### config.mk
export PLATFORM = sky130hd
export DESIGN_NAME = adc_busy_spi_port
export DESIGN_NICKNAME = d
export VERILOG_FILES = /design/src/rtl/adc_port_pkg.sv /design/src/rtl/adc_port_sync.sv /design/src/rtl/adc_port_timer.sv /design/src/rtl/adc_port_shifter.sv /design/src/rtl/adc_busy_spi_port.sv
export SDC_FILE = /design/constraint.sdc
export NUM_CORES = 1
export LEC_CHECK = 0
export BUFFER_PORTS_ARGS = -buffer_cell sky130_fd_sc_hd__buf_2
export CORE_MARGIN = 4
export CORE_UTILIZATION = 55
export DETAILED_ROUTE_END_ITERATION = 10
export GPL_ROUTABILITY_DRIVEN = 0
export PLACE_DENSITY = 0.83
export SYNTH_ARGS = -nofsm -noshare
export SYNTH_HDL_FRONTEND = slang
export SYNTH_SLANG_ARGS = --single-unit
### constraint.sdc
create_clock -name clk -period 2.6 [get_ports clk]
set_input_delay 0.13 -clock clk [delete_from_list [all_inputs] [get_ports clk]]
set_output_delay 0.13 -clock clk [all_outputs]
set_load 0.03 [all_outputs]
### src/rtl/adc_port_pkg.sv
package adc_port_pkg;

    typedef enum logic [1:0] {
        ST_IDLE,
        ST_CONVERT,
        ST_FLAG,
        ST_SHIFT
    } port_state_e;

    localparam int CH_CNV = 0;
    localparam int CH_SCK = 1;
    localparam int CH_SDI = 2;
    localparam int N_CH   = 3;

endpackage

### src/rtl/adc_port_sync.sv
module adc_port_sync #(
    parameter int CH     = 3,
    parameter int STAGES = 2
) (
    input  logic          clk,
    input  logic          rst_n,
    input  logic [CH-1:0] pin_i,
    output logic [CH-1:0] lvl_o,
    output logic [CH-1:0] dly_o
);

    localparam int DEPTH = STAGES + 1;

    for (genvar c = 0; c < CH; c++) begin : g_ch
        logic [DEPTH-1:0] pipe_q;

        always_ff @(posedge clk or negedge rst_n) begin
            if (!rst_n) begin
                pipe_q <= '0;
            end else begin
                pipe_q <= {pipe_q[DEPTH-2:0], pin_i[c]};
            end
        end

        assign lvl_o[c] = pipe_q[STAGES-1];
        assign dly_o[c] = pipe_q[STAGES];
    end

endmodule

### src/rtl/adc_port_timer.sv
module adc_port_timer #(
    parameter int CONV_CYCLES = 50
) (
    input  logic clk,
    input  logic rst_n,
    input  logic start_i,
    output logic done_o
);

    localparam int CNT_W = $clog2(CONV_CYCLES + 1);
    localparam logic [CNT_W-1:0] LOAD_VAL = CNT_W'(CONV_CYCLES - 1);

    logic [CNT_W-1:0] cnt_q;
    logic             run_q;

    always_ff @(posedge clk or negedge rst_n) begin
        if (!rst_n) begin
            cnt_q <= '0;
            run_q <= 1'b0;
        end else if (start_i) begin
            cnt_q <= LOAD_VAL;
            run_q <= 1'b1;
        end else if (run_q) begin
            if (cnt_q == '0) begin
                run_q <= 1'b0;
            end else begin
                cnt_q <= cnt_q - 1'b1;
            end
        end
    end

    assign done_o = run_q && (cnt_q == '0);

endmodule

### src/rtl/adc_port_shifter.sv
module adc_port_shifter #(
    parameter int W = 16
) (
    input  logic         clk,
    input  logic         rst_n,
    input  logic         load_i,
    input  logic [W-1:0] word_i,
    input  logic         adv_i,
    output logic         bit_o,
    output logic         spent_o
);

    localparam int CNT_W = $clog2(W + 2);
    localparam logic [CNT_W-1:0] LAST_BIT = CNT_W'(W);
    localparam logic [CNT_W-1:0] PAST_END = CNT_W'(W + 1);

    logic [W-1:0]     shreg_q;
    logic [CNT_W-1:0] cnt_q;

    always_ff @(posedge clk or negedge rst_n) begin
        if (!rst_n) begin
            shreg_q <= '0;
            cnt_q   <= '0;
        end else if (load_i) begin
            shreg_q <= word_i;
            cnt_q   <= '0;
        end else if (adv_i && !spent_o) begin
            cnt_q <= cnt_q + 1'b1;
            if (cnt_q != '0 && cnt_q != LAST_BIT) begin
                shreg_q <= {shreg_q[W-2:0], 1'b0};
            end
        end
    end

    assign bit_o   = shreg_q[W-1];
    assign spent_o = (cnt_q == PAST_END);

endmodule

### src/rtl/adc_busy_spi_port.sv
module adc_busy_spi_port
    import adc_port_pkg::*;
#(
    parameter int DATA_W      = 16,
    parameter int CONV_CYCLES = 50,
    parameter int SYNC_STAGES = 2
) (
    input  logic              clk,
    input  logic              rst_n,
    input  logic              cnv_i,
    input  logic              sck_i,
    input  logic              sdi_i,
    input  logic [DATA_W-1:0] result_i,
    output logic              sdo_o,
    output logic              sdo_oe_o
);

    logic [N_CH-1:0] pin_vec;
    logic [N_CH-1:0] lvl_vec;
    logic [N_CH-1:0] dly_vec;

    logic cnv_lvl;
    logic cnv_rise;
    logic sck_fall;
    logic sdi_ok;
    logic start_req;
    logic timer_start;
    logic conv_done;
    logic cap_load;
    logic bit_adv;
    logic data_bit;
    logic bits_spent;

    port_state_e state_q;
    port_state_e state_d;

    assign pin_vec[CH_CNV] = cnv_i;
    assign pin_vec[CH_SCK] = sck_i;
    assign pin_vec[CH_SDI] = sdi_i;

    adc_port_sync #(
        .CH     (N_CH),
        .STAGES (SYNC_STAGES)
    ) u_sync (
        .clk   (clk),
        .rst_n (rst_n),
        .pin_i (pin_vec),
        .lvl_o (lvl_vec),
        .dly_o (dly_vec)
    );

    assign cnv_lvl  = lvl_vec[CH_CNV];
    assign cnv_rise = lvl_vec[CH_CNV] & ~dly_vec[CH_CNV];
    assign sck_fall = ~lvl_vec[CH_SCK] & dly_vec[CH_SCK];
    assign sdi_ok   = lvl_vec[CH_SDI] & dly_vec[CH_SDI];

    assign start_req   = cnv_rise && sdi_ok;
    assign timer_start = start_req && (state_q != ST_CONVERT);
    assign cap_load    = conv_done && (state_q == ST_CONVERT);
    assign bit_adv     = sck_fall && !cnv_rise &&
                         ((state_q == ST_FLAG) || (state_q == ST_SHIFT));

    adc_port_timer #(
        .CONV_CYCLES (CONV_CYCLES)
    ) u_timer (
        .clk     (clk),
        .rst_n   (rst_n),
        .start_i (timer_start),
        .done_o  (conv_done)
    );

    adc_port_shifter #(
        .W (DATA_W)
    ) u_shift (
        .clk     (clk),
        .rst_n   (rst_n),
        .load_i  (cap_load),
        .word_i  (result_i),
        .adv_i   (bit_adv),
        .bit_o   (data_bit),
        .spent_o (bits_spent)
    );

    always_comb begin
        state_d = state_q;
        unique case (state_q)
            ST_IDLE: begin
                if (start_req) begin
                    state_d = ST_CONVERT;
                end
            end
            ST_CONVERT: begin
                if (conv_done) begin
                    state_d = cnv_lvl ? ST_IDLE : ST_FLAG;
                end
            end
            ST_FLAG: begin
                if (cnv_rise) begin
                    state_d = sdi_ok ? ST_CONVERT : ST_IDLE;
                end else if (sck_fall) begin
                    state_d = ST_SHIFT;
                end
            end
            ST_SHIFT: begin
                if (cnv_rise) begin
                    state_d = sdi_ok ? ST_CONVERT : ST_IDLE;
                end else if (bits_spent) begin
                    state_d = ST_IDLE;
                end
            end
        endcase
    end

    always_ff @(posedge clk or negedge rst_n) begin
        if (!rst_n) begin
            state_q <= ST_IDLE;
        end else begin
            state_q <= state_d;
        end
    end

    always_comb begin
        sdo_oe_o = 1'b0;
        sdo_o    = 1'b0;
        unique case (state_q)
            ST_IDLE:    sdo_oe_o = 1'b0;
            ST_CONVERT: sdo_oe_o = 1'b0;
            ST_FLAG: begin
                sdo_oe_o = 1'b1;
                sdo_o    = 1'b0;
            end
            ST_SHIFT: begin
                sdo_oe_o = 1'b1;
                sdo_o    = data_bit;
            end
        endcase
    end

endmodule

==> After elaboration in Yosys (flattened, before gate mapping) <==
Cells that the tools add are included.
Widths: inputs -> output; s select.
{ "totals": {"out_inout_bits": 2, "regBits": 39} }
{ "op_classes": {"mux": 22, "n_reduce_logical": 22, "n_eq_ne": 11, "addsub": 2, "bitwise_logic": 5} }
{ "op_table": {"columns": ["op", "count"], "rows": [
  ["$mux 16", 3],
  ["$mux 6", 3],
  ["$mux 2", 7],
  ["$mux 5", 2],
  ["$logic_and 1x1->1", 8],
  ["$pmux 2 s4", 1],
  ["$logic_not 6->1", 1],
  ["$ne 2x2->1 const B", 3],
  ["$reduce_bool 2->1", 3],
  ["$sub 6x1->6 const B", 1],
  ["$add 5x1->5 const B", 1],
  ["$eq 5x5->1 const B", 1],
  ["$mux 1", 5],
  ["$ne 5x5->1 const B", 1],
  ["$reduce_bool 5->1", 1],
  ["$eq 2x2->1 const B", 2],
  ["$reduce_and 2->1", 2],
  ["$reduce_and 4->1", 1],
  ["$reduce_or 2->1", 2],
  ["$and 1x1->1", 3],
  ["$ne 3x2->1 const B", 1],
  ["$ne 3x3->1 const B", 1],
  ["$eq 2x1->1 const B", 1],
  ["$logic_not 1->1", 2],
  ["other kinds (5)", 6]
]} }

==> Depth between registers and ports, before layout <==
{ "logic_depth": {"depth_word": 8, "ltp_mapped": 8, "ltp_nobuf": 6} }

==> By module <==
A second synthesis with hierarchy kept.
{ "unflattened": {"hier_cells": 203, "area_unflattened_um2": 2145.8} }
{ "by_module_without_submodules": {"columns": ["mod", "instances", "cells_per_inst", "area_per_inst_um2"], "rows": [
  ["adc_port_shifter", 1, 125, 1297.5],
  ["adc_port_timer", 1, 45, 417.9],
  ["adc_port_sync", 1, 15, 270.3],
  ["adc_busy_spi_port", 1, 18, 160.2]
]} }

==> Worst setup path before layout <==
Ideal clock, no wire load.
{ "synth_timing": {"path_type": "register to register", "start": "register u_shift.cnt_q[0]", "end": "register u_shift.shreg_q[13]", "required_time_ns": 2.474, "path_slack_ns": 0.569, "period_less_slack_ns": 2.031, "setup_ns": 0.126, "path_stages_with_launch": 7, "t_arrival_ns": 1.905, "path_cell_list": "dfrtp_1 ha_1 and4bb_2 a2111oi_2 clkbuf_1 nor3b_1 a221o_1"} }
{ "synth_via": {"elab_chain_len": 5, "elab_cells_between_ends": 9, "cone_classes": "eq/ne: 2; reduce/logical: 7"} }
{ "synth_lines": {"columns": ["item", "line_no", "text"], "rows": [
  ["from (decl)", "adc_port_shifter.sv:18", "logic [CNT_W-1:0] cnt_q;"],
  ["from (signal assigned)", "adc_port_shifter.sv:28", "cnt_q <= cnt_q + 1'b1;"],
  ["$eq 5x5->1", "adc_port_shifter.sv:36", "assign spent_o = (cnt_q == PAST_END);"],
  ["$logic_not 1->1", "adc_port_shifter.sv:27", "end else if (adv_i && !spent_o) begin"],
  ["$logic_and 1x1->1", "adc_port_shifter.sv:27", null],
  ["$reduce_bool 2->1 (no line)", null, null],
  ["$reduce_and 2->1 (no line) *", null, null],
  ["to (signal assigned)", "adc_port_shifter.sv:25", "shreg_q <= word_i;"],
  ["to (signal assigned)", "adc_port_shifter.sv:30", "shreg_q <= {shreg_q[W-2:0], 1'b0};"],
  ["to (decl)", "adc_port_shifter.sv:17", "logic [W-1:0] shreg_q;"]
]} }
Mark *: on every way between the ends. The rest lies on a longest branch, timed or not.
A chain may end at the register's enable or synchronous reset.

==> Worst setup path in the final report <==
{ "layout_timing": {"start": "register u_timer.cnt_q[3]", "end": "register u_shift.shreg_q[10]"} }
{ "layout_via": {"elab_chain_len": 5, "elab_cells_between_ends": 7, "cone_classes": "mux: 1; reduce/logical: 6"} }
{ "layout_lines": {"columns": ["item", "line_no", "text"], "rows": [
  ["from (decl)", "adc_port_timer.sv:13", "logic [CNT_W-1:0] cnt_q;"],
  ["from (signal assigned)", "adc_port_timer.sv:27", "cnt_q <= cnt_q - 1'b1;"],
  ["$logic_not 6->1 *", "adc_port_timer.sv:32", "assign done_o = run_q && (cnt_q == '0);"],
  ["$logic_and 1x1->1 *", "adc_port_timer.sv:32", null],
  ["$logic_and 1x1->1 *", "adc_busy_spi_port.sv:59", "assign cap_load = conv_done && (state_q == ST_CONVERT);"],
  ["$reduce_bool 2->1 (no line)", null, null],
  ["$reduce_and 2->1 (no line)", null, null]
]} }
Marked as above.

==> metrics.md <==
| Metric | Value |
|---|---|
| Antenna Violating Nets Remaining | `0` |
| Clk pwr share | `0.264` |
| Number of core rows | `20` |
| Synthesized area | `~0.0018 mm^2` |
| Final slew viol count | `0` |
| Detail Placement HPWL | `approximately 2400 um` |
| TritonCTS Buffers | `5` |
| Initial antenna violation count | `0` |
| Power Density | `between 900 and 1000 mW/mm^2` |
| CTS HTree Levels | `2` |
| Clk sinks | `39` |
| Cell count after synthesis | `160` |
| Hold path endpoint | `u_shift.shreg_q[14]` |
| N_diodes | `0` |
| Clk root buf | `clkbuf_4` |
| Reg power frac | `0.506` |
| I/O pin count | `23` |
| Worst hold start | `result_i[14]` |
| Footprint of the multi-input gates | `724 um^2` |
| Worst path required time | `approximately 2.9 ns` |
| Crit. End Element | `register` |
| Mean Syn Cell Area | `11.1 um^2` |
| RSZ-0062 raised after global routing | `false` |
| Starting Density | `0.576` |
| Via count | `~1.3k` |
| Global-route wire length before repair | `between 5000 and 6000 um` |
| Die H | `between 60 and 70 um` |
| Leak | `approximately 0.9 nW` |
| Fillers | `between 200 and 250` |
| Register area | `about 980 um^2` |
| Worst skew pair latency | `about 0.34 ns` |
| Status | `completed` |
| Drt total wl | `~3400 um` |
| Sw power | `between 0.0005 and 0.0006 W` |
| Synth top area cells | `dfrtp_1, nand2_1, o221a_2` |
| Startpoint Class | `register` |
| Hold_ws | `roughly 0.015 ns` |
| Worst-Margin Slew | `~0.8 ns` |
| Routed WL per cell | `approximately 14 um` |
| Total die area | `between 0.004 and 0.005 mm^2` |
| Area delta synth->final | `16.5%` |
| Drt first pass iters | `4` |
| Vias in the first global route | `1356` |
| Setup TNS Final | `0 ns` |
| FMAX | `~460 MHz` |
| Slew headroom | `0.452` |
| CTS tree | `built` |
| Most frequent cells in the layout | `dfrtp_1, nand2_1, buf_2, nand2b_1, nor2_1` |
| Yosys warns | `0` |
| Hold WC Path Type | `in2reg` |
| GR Util met3 | `0.0451` |
| Gate power share | `0.230` |
| Gr usage total | `0.186` |
| Initial DRC count | `50` |
| CP Buf/Inv Count | `0` |
| Worst EP arrival | `about 2.5 ns` |
| Dpl ws | `0.433 ns` |
| Flops & latches, synth | `39` |
| Max cap viols | `0` |
| Most common cell after layout, fill and taps aside | `dfrtp_1` |
| Drt drc | `0` |
| Worst Setup Path Type | `reg2reg` |
| Distinct cells, synth | `37` |
| CTS Buffer Depth | `2` |
| Cell Chain, Critical Path | `or4_4 -> nor3_2 -> or2_2 -> o221a_1` |
| Hold path depth | `2` |
| FF-to-FF path depth | `4` |
| Pint | `between 0.001 and 0.0015 W` |
| Worst VDD drop | `between 0.0004 and 0.0005 V` |
| # port buffers | `22` |
| Met1 usage | `0.232` |
| Placed inst area | `0.00191 mm^2` |
| Core Footprint | `approximately 0.0031 mm^2` |
| CP max FO | `10` |
| R2r startpoint | `u_timer.cnt_q[3]` |
| Post-CTS Resized | `0` |
| Clock skew | `0.0161 ns` |
| CP max stage delay | `0.59 ns` |
| Grt ovf | `0` |
| Internal reg-to-reg setup slack | `0.41 ns` |
| Mapped Nets | `185` |
| Met2 GRT Util | `0.308` |
| Final nets | `roughly 210` |
| Busiest grt layer | `met2` |
| # setup viols final | `0` |
| Period utilization | `0.842` |
| Total power | `0.00186 W` |
| Worst-path clk slew | `around 0.12 ns` |
| Vias per cell | `roughly 5.5` |
| Largest net degree at the start of global routing | `40` |
| Share of layout cells above drive strength 1 | `0.233` |
| Crit path time final | `2.19 ns` |
| PnR worst setup slack | `0.410 ns` |
| Worst path slowest cell | `or4_4` |
| CP delay by family, top | `simple AND/OR/NAND/NOR gates` |
| Worst r2r dst | `u_shift.shreg_q[10]` |
| Synth area leader | `dfrtp_1` |
| Die Width | `roughly 65 um` |
| Final instance area | `just over 0.002 mm^2` |
| Final Hold Fails | `0` |
| Sequential area share after synthesis | `0.550` |
| Share of the synthesized area in the top cell type | `0.550` |
| Switching part of the total power | `0.292` |
## per-layer routing
metal  vias up  share of wire
li1        619              -
met1       617           0.43
met2        36           0.49
met3        12          0.047
met4         0          0.028
met5         -              0
## flip-flops by register name, indices dropped and copies added, names as in the netlist
| register | cells |
|---|---|
| u_shift.cnt_q | 5 |
| u_sync.g_ch.pipe_q | 9 |
| state_q | 2 |
| u_timer.run_q | 1 |
| u_timer.cnt_q | 6 |
| u_shift.shreg_q | 16 |
## logic make-up after synthesis
family,count (synthesis),synth area share
AO/OA/AOI/OAI,29,0.139
AND/OR/NAND/NOR,64,0.193
buffers and inverters,16,0.0480
adder cells (fa/ha/maj),4,0.0282
XOR/XNOR,5,0.0247
multiplexers,3,0.0169
flip-flops,39,0.550
## power by group through the flow
stage,logic [W],registers [W],clock network [W]
floorplan,0.000347,0.000902,0
global placement,0.000399,0.000937,0
detailed placement,0.000427,0.000946,0
CTS,0.000436,0.000940,0.000501
global route,0.000497,0.000966,0.000529
finish,0.000430,0.000943,0.000491
## cell usage after synthesis
master and instances:
a2111oi_2 1, a211oi_1 1, a21oi_1 5, a221o_1 2
a22oi_1 2, a41oi_2 1, and3_1 1, and4_1 2
and4bb_2 1, buf_2 2, buf_6 3, clkbuf_1 4
dfrtp_1 39, ha_1 4, inv_1 7, mux2i_1 3
nand2_1 22, nand2b_1 10, nand3_1 2, nand3b_1 1
nand4_1 3, nor2_1 8, nor2b_1 1, nor3_1 6
nor3_2 1, nor3b_1 2, nor4b_1 1, o211ai_1 4
o21a_1 1, o21ai_0 4, o221a_1 2, o221a_2 6
or2_2 1, or3_1 1, or4_4 1, xnor2_1 3
xor2_1 2
## what timing repair did
item                      4_1_cts  5_1_grt
hold buffers                    5        0
hold endpoints to repair       43        0
setup buffers                   0        0
## layout make-up
cell class | count | area share
clock buffers | 6 | 0.0200
clock inverters | 2 | 0.0291
inverters | 7 | 0.0127
multi-input cells | 105 | 0.351
flip-flops and latches | 39 | 0.472
well taps | 44 | 0.0267
repair buffers | 30 | 0.0884
## per-stage QoR
| step | utilization | std cells |
|---|---|---|
| 3_3_place_gp | 0.622 | 220 |
| 4_1_cts | 0.671 | 233 |
| 6_report | 0.671 | 233 |
| 3_5_place_dp | 0.622 | 220 |
| 2_1_floorplan | - | 160 |
| 5_1_grt | 0.671 | 233 |
## worst max-delay path by stage
stage	start	slack (ns)	cells after the start	to
after floorplan	u_shift.cnt_q[0]	0.57	6	u_shift.shreg_q[13]
after global placement	u_timer.cnt_q[3]	0.53	3	u_shift.shreg_q[3]
after detailed placement	u_timer.cnt_q[3]	0.43	4	u_shift.shreg_q[10]
after CTS	u_timer.cnt_q[3]	0.41	4	u_shift.shreg_q[10]
after global routing	u_timer.cnt_q[3]	0.27	4	u_shift.shreg_q[10]
final	u_timer.cnt_q[3]	0.41	4	u_shift.shreg_q[10]
(Power assumes the default switching activity.)
